===== src/rtl/itlb_chk_pkg.sv =====
package itlb_chk_pkg;

  localparam int CTX_W = 13;

  typedef enum logic [2:0] {
    FLT_NONE   = 3'd0,
    FLT_ALIGN  = 3'd1,
    FLT_ACCESS = 3'd2,
    FLT_RMISS  = 3'd3,
    FLT_VMISS  = 3'd4
  } flt_e;

  localparam logic [8:0] FT_PRIV  = 9'd1;
  localparam logic [8:0] FT_ALIGN = 9'd2;
  localparam logic [8:0] FT_RANGE = 9'd4;

  localparam logic [1:0] CT_PRIMARY = 2'd0;
  localparam logic [1:0] CT_NUCLEUS = 2'd2;

  localparam logic [7:0] ASI_PRIMARY = 8'h80;
  localparam logic [7:0] ASI_NUCLEUS = 8'h04;

  typedef struct packed {
    logic             hyp;
    logic             rmode;
    logic             priv;
    logic             amask;
    logic             mmu_on;
    logic [7:0]       part;
    logic [2:0]       tl;
    logic [CTX_W-1:0] pctx;
  } mstate_t;

  function automatic mstate_t unpack_state(input logic [63:0] w);
    mstate_t m;
    m.hyp    = w[0];
    m.rmode  = w[1];
    m.priv   = w[2];
    m.amask  = w[3];
    m.mmu_on = w[4];
    m.part   = w[15:8];
    m.tl     = w[18:16];
    m.pctx   = w[32 +: CTX_W];
    return m;
  endfunction

endpackage


===== src/rtl/itlb_state_dec.sv =====
module itlb_state_dec
  import itlb_chk_pkg::*;
#(
  parameter int              VA_W    = 64,
  parameter logic [VA_W-1:0] HOLE_LO = '0,
  parameter logic [VA_W-1:0] HOLE_HI = '0
) (
  input  mstate_t          ms,
  input  logic [VA_W-1:0]  va,
  output logic             bypass,
  output logic             misalign,
  output logic             range_flt,
  output logic [VA_W-1:0]  va_eff,
  output logic [CTX_W-1:0] ctx,
  output logic             real_lkp,
  output logic [1:0]       ct,
  output logic [7:0]       asi
);
  logic nucleus;

  always_comb begin
    nucleus   = (ms.tl != 3'd0);
    bypass    = ms.hyp | ms.rmode;
    misalign  = (va[1:0] != 2'b00);
    va_eff    = ms.amask ? {{(VA_W-32){1'b0}}, va[31:0]} : va;
    range_flt = !ms.amask && (va >= HOLE_LO) && (va <= HOLE_HI);
    real_lkp  = !ms.mmu_on;
    ctx       = (nucleus || !ms.mmu_on) ? '0 : ms.pctx;
    ct        = nucleus ? CT_NUCLEUS : CT_PRIMARY;
    asi       = nucleus ? ASI_NUCLEUS : ASI_PRIMARY;
  end
endmodule


===== config.mk =====
export PLATFORM = sky130hd
export DESIGN_NAME = itlb_state_dec
export DESIGN_NICKNAME = d
export VERILOG_FILES = /design/src/rtl/itlb_chk_pkg.sv /design/src/rtl/itlb_state_dec.sv
export SDC_FILE = /design/constraint.sdc
export NUM_CORES = 1
export LEC_CHECK = 0
export BUFFER_PORTS_ARGS = -buffer_cell sky130_fd_sc_hd__buf_2
export CAP_MARGIN = 20
export CELL_PAD_IN_SITES_DETAIL_PLACEMENT = 0
export CELL_PAD_IN_SITES_GLOBAL_PLACEMENT = 1
export CORE_MARGIN = 1
export CORE_UTILIZATION = 12
export DETAILED_ROUTE_END_ITERATION = 10
export GPL_TIMING_DRIVEN = 0
export MAX_ROUTING_LAYER = met4
export PLACE_DENSITY = 0.92
export SETUP_SLACK_MARGIN = 0.4
export SLEW_MARGIN = 0
export SYNTH_ARGS = -nofsm -noshare
export SYNTH_HDL_FRONTEND = slang
export SYNTH_SLANG_ARGS = --single-unit

===== constraint.sdc =====
create_clock -name vclk -period 1.3
set_input_delay 0.13 -clock vclk [all_inputs]
set_output_delay 0.13 -clock vclk [all_outputs]
set_load 0.005 [all_outputs]

# Word level (Yosys, flattened, before mapping)
# Index checks and enable logic that the tools add are counted.
# Widths: inputs -> output; s select.
[totals] output_inout_bits=91 input_bits=93 reg_bits=0
[op_classes] n_lt_le_gt_ge=2 reduce_logical=7 n_mux=4 bitwise_logic=1
[op_table] operator="$ge 64x1->1 const B" count=1
[op_table] operator="$le 64x1->1 const B" count=1
[op_table] operator="$mux 64" count=1
[op_table] operator="$mux 13" count=1
[op_table] operator="$mux 8" count=1
[op_table] operator="$reduce_bool 3->1" count=1
[op_table] operator="$logic_and 1x1->1" count=2
[op_table] operator="$logic_not 1->1" count=2
[op_table] operator="$mux 2" count=1
[op_table] operator="$reduce_bool 2->1" count=1
[op_table] operator="$logic_or 1x1->1" count=1
[op_table] operator="$or 1x1->1" count=1

# Depth between registers and ports, before layout
# Gate-level depths: netlist of the first run.
[depth] depth_word=3 mapped_depth=4 depth_no_buf=4

# Worst setup path before layout of the first run
# No wires, ideal clock.
[synth_path] path_kind="input-to-output" startpoint="input port va[39]" endpoint="output port range_flt" required_ns=1.170 stages=3 path_slack_ns=0.232 arrival_ns=0.938 path_cell_list="or4_4 -> nor3_2 -> and4_1"
[synth_between] elab_chain_len=3 elab_cells_between_ends=4 cone_classes="order compare: 2; reduce/logical: 2"
[synth_lines] item="start: declaration" line="itlb_state_dec.sv:9" source="input logic [VA_W-1:0] va,"
[synth_lines] item="$ge 64x1->1" line="itlb_state_dec.sv:26" source="range_flt = !ms.amask && (va >= HOLE_LO) && (va <= HOLE_HI);"
[synth_lines] item="$logic_and 1x1->1" line="itlb_state_dec.sv:26"
[synth_lines] item="$logic_and 1x1->1 *" line="itlb_state_dec.sv:26"
[synth_lines] item="end: declaration" line="itlb_state_dec.sv:12" source="output logic range_flt,"
# Mark *: on every way between the ends. The rest lies on a longest branch, timed or not.

# Worst setup path in the final report of the first run
[layout_path] startpoint="input port va[7]" endpoint="output port range_flt"
# Same word-level chain as after synthesis.

==> results of run 1 <==
## timing repair
action                     CTS  global route
resized for setup           52            16
pin swaps                   12             6
cloned                       1             0
buffers inserted             0             2
setup endpoints to repair   47            25
## worst max path at each step
stage	from	endpoint	slack, ns	cells after the start
4_1_cts	va[7]	range_flt	-0.05	6
5_1_grt	va[7]	range_flt	-0.10	6
3_5_place_dp	va[53]	range_flt	-0.21	6
6_report	va[7]	range_flt	-0.03	6
3_3_place_gp	va[53]	range_flt	-0.24	6
2_1_floorplan	va[39]	range_flt	0.23	3
## area by class of cell
class,instances,area share [%]
buffer,46,17.3
tap,77,4.57
inverter,2,0.474
multi-input combinational,78,30.8
timing repair buffer,171,46.9
## synth_stat cells, drive strengths merged
master  count
nor4       14
conb        1
buf        41
or2         2
nand2       1
nand4       2
clkbuf      5
and4        1
inv         2
nor3        4
or4         1
and3       13
nor2b      32
nand3       1
## logic make-up (layout without fill, tap and decap cells)
kind of cell,after synthesis,in the layout
buf+inv,48,219
other cells,1,7
simple gates,71,71
## power groups by stage
stage / Combinational, W / Sequential, W / Clock (W)
floorplan: 0.000191 / 0 / 0
global placement: 0.000461 / 0 / 0
detailed placement: 0.000467 / 0 / 0
CTS: 0.000534 / 0 / 0
global route: 0.000595 / 0 / 0
finish: 0.000547 / 0 / 0
## worst max-delay path: cells and delay by family
family	cells	cell delay, ns
buf+inv	2	0.21
simple gates	4	0.86
## per-layer routing
layer	vias to the layer above	share of wire, %
li1	716	-
met1	638	37
met2	86	56
met3	0	6.6
met4	0	0
met5	-	0
## per-stage QoR
| stage | worst slack (ns) | util, % |
|---|---|---|
| final | -0.0321 | 33.0 |
| after global routing | -0.100 | 33.0 |
| after CTS | -0.0548 | 31.8 |
| after detailed placement | -0.213 | 27.5 |
| after global placement | -0.236 | 27.5 |
| after floorplan | 0.232 | - |
==> flow_summary.json, run 1 <==
{
  "syn-cell-area_um2": 798,
  "grt_usage_pct": 11.1,
  "combPwrFrac_pct": 100.0,
  "p_sw_w": 0.000216,
  "grt_pass1_vias": 1371,
  "rows": 29,
  "ys_seq_area_share_pct": 0,
  "power.leakage_nw": 1.18,
  "antennaDiodeCount": 0,
  "met2_usage_pct": 22.8,
  "synth_cells": 120,
  "grtUsageMet1_pct": 12.2,
  "synth_top_family_by_area": "simple AND/OR/NAND/NOR gates",
  "fin_area_um2": 2110,
  "multi_input_area_um2": 649,
  "die_h_um": 83.6,
  "status": "finished with violations",
  "regArea_um2": 0,
  "startpoint_type": "primary input",
  "avgViaCountPerCell": 3.85,
  "final_hold_viol_count": 0,
  "p_int_w": 0.000331,
  "muxShareOfSynthArea_pct": 0,
  "final_cells": 374,
  "pwr-share-clk_pct": 0,
  "drcViolationCount": 0,
  "initial_utilization_pct": 12.5,
  "dp.cells": 371,
  "slowest_delay_ns": 0.30,
  "setup_violations": 1,
  "synth_compound_gate_area_share_pct": 0,
  "power-per-cell-area_nw_per_um2": 259,
  "crit_slowest_cell": "nor4_4",
  "min_path_cells": 3,
  "place_area_um2": 1760,
  "p_sw_share_pct": 39.5,
  "fill_cells": 691,
  "layout_min_cycle_time_ns": 1.33,
  "total_power_w": 0.000547,
  "fin_nets": 392,
  "final_cell_mix": "150 x buf_2, 41 x buf_4, 28 x nor2b_1",
  "ys.warnings.count": 0,
  "postRouteAntennaNets": 0,
  "min-delay-start": "ms[27]",
  "tns_ns": -0.0321,
  "wl_per_cell_um": 11.3,
  "fin_crit_sh_pct": 102,
  "area_growth_pct": 164,
  "grt_max_degree": 11,
  "firstDrtPassIters": 4,
  "crit_path_max_fanout": 2,
  "grt_overflow": 0,
  "seq_cells": 0,
  "drv_slew": 0,
  "io_pins": 184,
  "coreArea_um2": 6390,
  "busiest_layer": "met2",
  "synth_xor_area_share_pct": 0,
  "grtUsageMet3_pct": 0.593,
  "grt_pass1_wl_um": 6330,
  "cp-end-kind": "output port",
  "dp_hpwl_um": 3580,
  "vias": 1440,
  "place_congestion": 0.794,
  "cts_hold_buf": 0,
  "hold-path-endpoint": "bypass",
  "path_class": "in2out",
  "synthAdderAreaFrac_pct": 0,
  "final_common_cell": "buf_2",
  "seqPwrFrac_pct": 0,
  "crit_arrival_ns": 1.20,
  "drive_gt1_share_pct": 83.2,
  "fin_ws_ns": -0.0321,
  "synth_top_cell_by_area": "buf_4",
  "portBuffers": 168,
  "yosysUniqueCellTypes": 17,
  "clock_buffer_count": 0,
  "die-area_um2": 6980,
  "cp.required_ns": 1.17,
  "synth_area_leaders": "buf_4 39%, nor2b_1 24%, nor4_1 11%, and3_1 10%, nor3_2 2.5%",
  "antenna_found_initial": 0,
  "die_w_um": 83.6,
  "vdd_drop_max_mv": 0.111,
  "path_cells": "buf_8, nor4_4, nand4_1, nor3_2, and4_1, buf_2",
  "cap_violations": 0,
  "holdWs_ns": 0.514,
  "violations": "negative setup slack",
  "synth_top_area_share_pct": 38.6,
  "hp-class": "in2out",
  "synthSimpleGateAreaFrac_pct": 57.7,
  "syn_area_per_cell_um2": 6.65,
  "wl_um": 4230,
  "rsz0062_at_grt": "true",
  "fmax_mhz": 751,
  "initialDrtViolationCount": 18
}
No activity file was read; power rests on OpenSTA's default activity.
==> run 2, diff against run 1 <==
--- a/config.mk
+++ b/config.mk
@@ -5,16 +5,17 @@
 export SDC_FILE = /design/constraint.sdc
 export NUM_CORES = 1
 export LEC_CHECK = 0
+export ABC_AREA = 1
 export BUFFER_PORTS_ARGS = -buffer_cell sky130_fd_sc_hd__buf_2
 export CAP_MARGIN = 20
 export CELL_PAD_IN_SITES_DETAIL_PLACEMENT = 0
 export CELL_PAD_IN_SITES_GLOBAL_PLACEMENT = 1
 export CORE_MARGIN = 1
-export CORE_UTILIZATION = 12
+export CORE_UTILIZATION = 14
 export DETAILED_ROUTE_END_ITERATION = 10
 export GPL_TIMING_DRIVEN = 0
 export MAX_ROUTING_LAYER = met4
-export PLACE_DENSITY = 0.92
+export PLACE_DENSITY_LB_ADDON = 0.1
 export SETUP_SLACK_MARGIN = 0.4
 export SLEW_MARGIN = 0
 export SYNTH_ARGS = -nofsm -noshare
==> run 2 against run 1 <==
Compared with the run above:
- the run now ends clean
- die area grew 5.9%
- sequential share of layout area is the same
- area after synthesis grew 24%
- setup slack gained 0.23 ns
- total power shrank 3.8%
- critical path depth grew 2
- design area grew 1.8%
- first-iteration DRC count shrank 61%
- final cell count grew 27%
- hold slack lost 0.0066 ns
- synthesized cell count grew 68%
- maximum frequency grew 21%
==> flow_summary.json, run 2 <==
{
  "status": "completed",
  "place_congestion": 0.665,
  "firstDrtPassIters": 2,
  "syn_area_per_cell_um2": 4.91,
  "synth_cells": 201,
  "rsz0062_at_grt": "true",
  "drv_slew": 0,
  "io_pins": 184,
  "wl_per_cell_um": 8.03,
  "holdWs_ns": 0.507,
  "min_path_cells": 3,
  "final_common_cell": "buf_2",
  "clock_buffer_count": 0,
  "die_w_um": 86.0,
  "grt_usage_pct": 8.98,
  "tns_ns": 0,
  "cp.required_ns": 1.17,
  "synth_top_area_share_pct": 31.2,
  "combPwrFrac_pct": 100.0,
  "coreArea_um2": 6790,
  "final_cell_mix": "165 x buf_2, 65 x nor2_1, 47 x inv_1",
  "portBuffers": 167,
  "drive_gt1_share_pct": 63.8,
  "synthMostInstantiatedCell": "nor2_1",
  "pwr-share-clk_pct": 0,
  "final_hold_viol_count": 0,
  "multi_input_area_um2": 559,
  "area_growth_pct": 117,
  "ys_seq_area_share_pct": 0,
  "regArea_um2": 0,
  "p_sw_w": 0.000219,
  "cp-end-kind": "output port",
  "slowest_delay_ns": 0.26,
  "setup_violations": 0,
  "worst_path_dominant_cell_family": "simple AND/OR/NAND/NOR gates",
  "crit_slowest_cell": "or2_4",
  "seq_cells": 0,
  "crit_path_max_fanout": 2,
  "synth_compound_gate_area_share_pct": 0,
  "grt_max_degree": 11,
  "die_h_um": 86.0,
  "syn-cell-area_um2": 987,
  "path_cells": "buf_2, or2_4, nor2_4, nand2_2, nor2_4, nand2_2, nor2_2, buf_2",
  "muxShareOfSynthArea_pct": 0,
  "antenna_found_initial": 0,
  "dp_hpwl_um": 3390,
  "synthSimpleGateAreaFrac_pct": 46.4,
  "grt_pass1_vias": 1339,
  "path_class": "in2out",
  "initial_utilization_pct": 14.5,
  "synthAdderAreaFrac_pct": 0,
  "layout_min_cycle_time_ns": 1.10,
  "crit_arrival_ns": 0.97,
  "seqPwrFrac_pct": 0,
  "netlist_top_cells_count": "71 x nor2_1, 48 x inv_1, 41 x buf_4",
  "power.leakage_nw": 1.43,
  "synth_xor_area_share_pct": 0,
  "initialDrtViolationCount": 7,
  "hp-class": "in2out",
  "power-per-cell-area_nw_per_um2": 245,
  "drcViolationCount": 0,
  "fill_cells": 795,
  "synth_top_family_by_area": "buffers and inverters",
  "vias": 1596,
  "vdd_drop_max_mv": 0.0744,
  "p_int_w": 0.000308,
  "fin_crit_sh_pct": 84.9,
  "die-area_um2": 7390,
  "antennaDiodeCount": 0,
  "yosysUniqueCellTypes": 14,
  "grt_overflow": 0,
  "synth_area_leaders": "buf_4 31%, nor2_1 27%, inv_1 18%, nor2_2 7.0%, nand2_1 6.1%",
  "fin_nets": 473,
  "p_sw_share_pct": 41.6,
  "startpoint_type": "primary input",
  "fmax_mhz": 906,
  "cp_num_cells": 8,
  "rows": 30,
  "postRouteAntennaNets": 0,
  "critPathBufInv": 2,
  "synth_top_cell_by_area": "buf_4",
  "wl_um": 3810,
  "avgViaCountPerCell": 3.37,
  "cap_violations": 0,
  "grt_pass1_wl_um": 5460,
  "ys.warnings.count": 0
}
## run 2: changes by cell type after synthesis, sizes merged
cell    previous run  this run
nor2               0        82
nor2b             32         0
nor3               4         1
nand3              1         0
nor4              14         0
or4                1         0
buf               41        46
and4               1         0
and2               0         1
and3              13         0
inv                2        48
nand2              1        17
nand4              2         3
clkbuf             5         0
## run 2: worst min-delay path, cell delays in order
cell and delay (ns):
buf_6 0.09, nor2_1 0.04, buf_2 0.11
## run 2: final timing paths
check / startpoint / to / slack, ns
setup / recovery: va[0] / range_flt / 0.20
hold / removal: ms[25] / va_eff[32] / 0.51
## run 2: power by group through the flow
stage,clock (W),sequential (W),combinational (W)
floorplan,0,0,0.000226
global placement,0,0,0.000499
detailed placement,0,0,0.000496
CTS,0,0,0.000523
global route,0,0,0.000587
finish,0,0,0.000526
## run 2: cell families (layout without fill, tap and decap cells)
group         after synthesis  count (layout)
other cells                 1               7
simple gates              106             106
buf+inv                    94             265
## run 2: metal layers
metal  up-vias  global-route usage [%]  part of all wire [%]  routed length [um]
li1        869                       -                     -                   -
met1       628                    9.32                    38                1440
met2        99                    19.0                    53                2010
met5         -                       -                     0                   0
met3         0                   0.770                   9.5                 360
met4         0                       0                     0                   0
## run 2: metrics by stage
step	std cells	utilization, %	instance area, um2	setup WS [ns]	power (W)
4_1_cts	474	30.6	2080	0.104	0.000523
3_5_place_dp	470	28.9	1970	0.0501	0.000496
3_3_place_gp	470	28.9	1970	0.0481	0.000499
5_1_grt	474	31.6	2150	0.127	0.000587
2_1_floorplan	207	-	1010	0.442	0.000226
6_report	474	31.6	2150	0.196	0.000526
## run 2: what timing repair did
item | 4_1_cts | 5_1_grt
resized for setup | 16 | 17
cloned | 1 | 0
hold buffers | 0 | 0
pin swaps | 6 | 4
setup buffers | 3 | 0
setup endpoints to repair | 16 | 16
## run 2: layout make-up
type                            instances  area share [%]
Timing Repair Buffer                  171            43.2
Multi-Input combinational cell        113            26.0
Buffer                                 46            16.6
Inverter                               48            8.51
Tap cell                               96            5.59
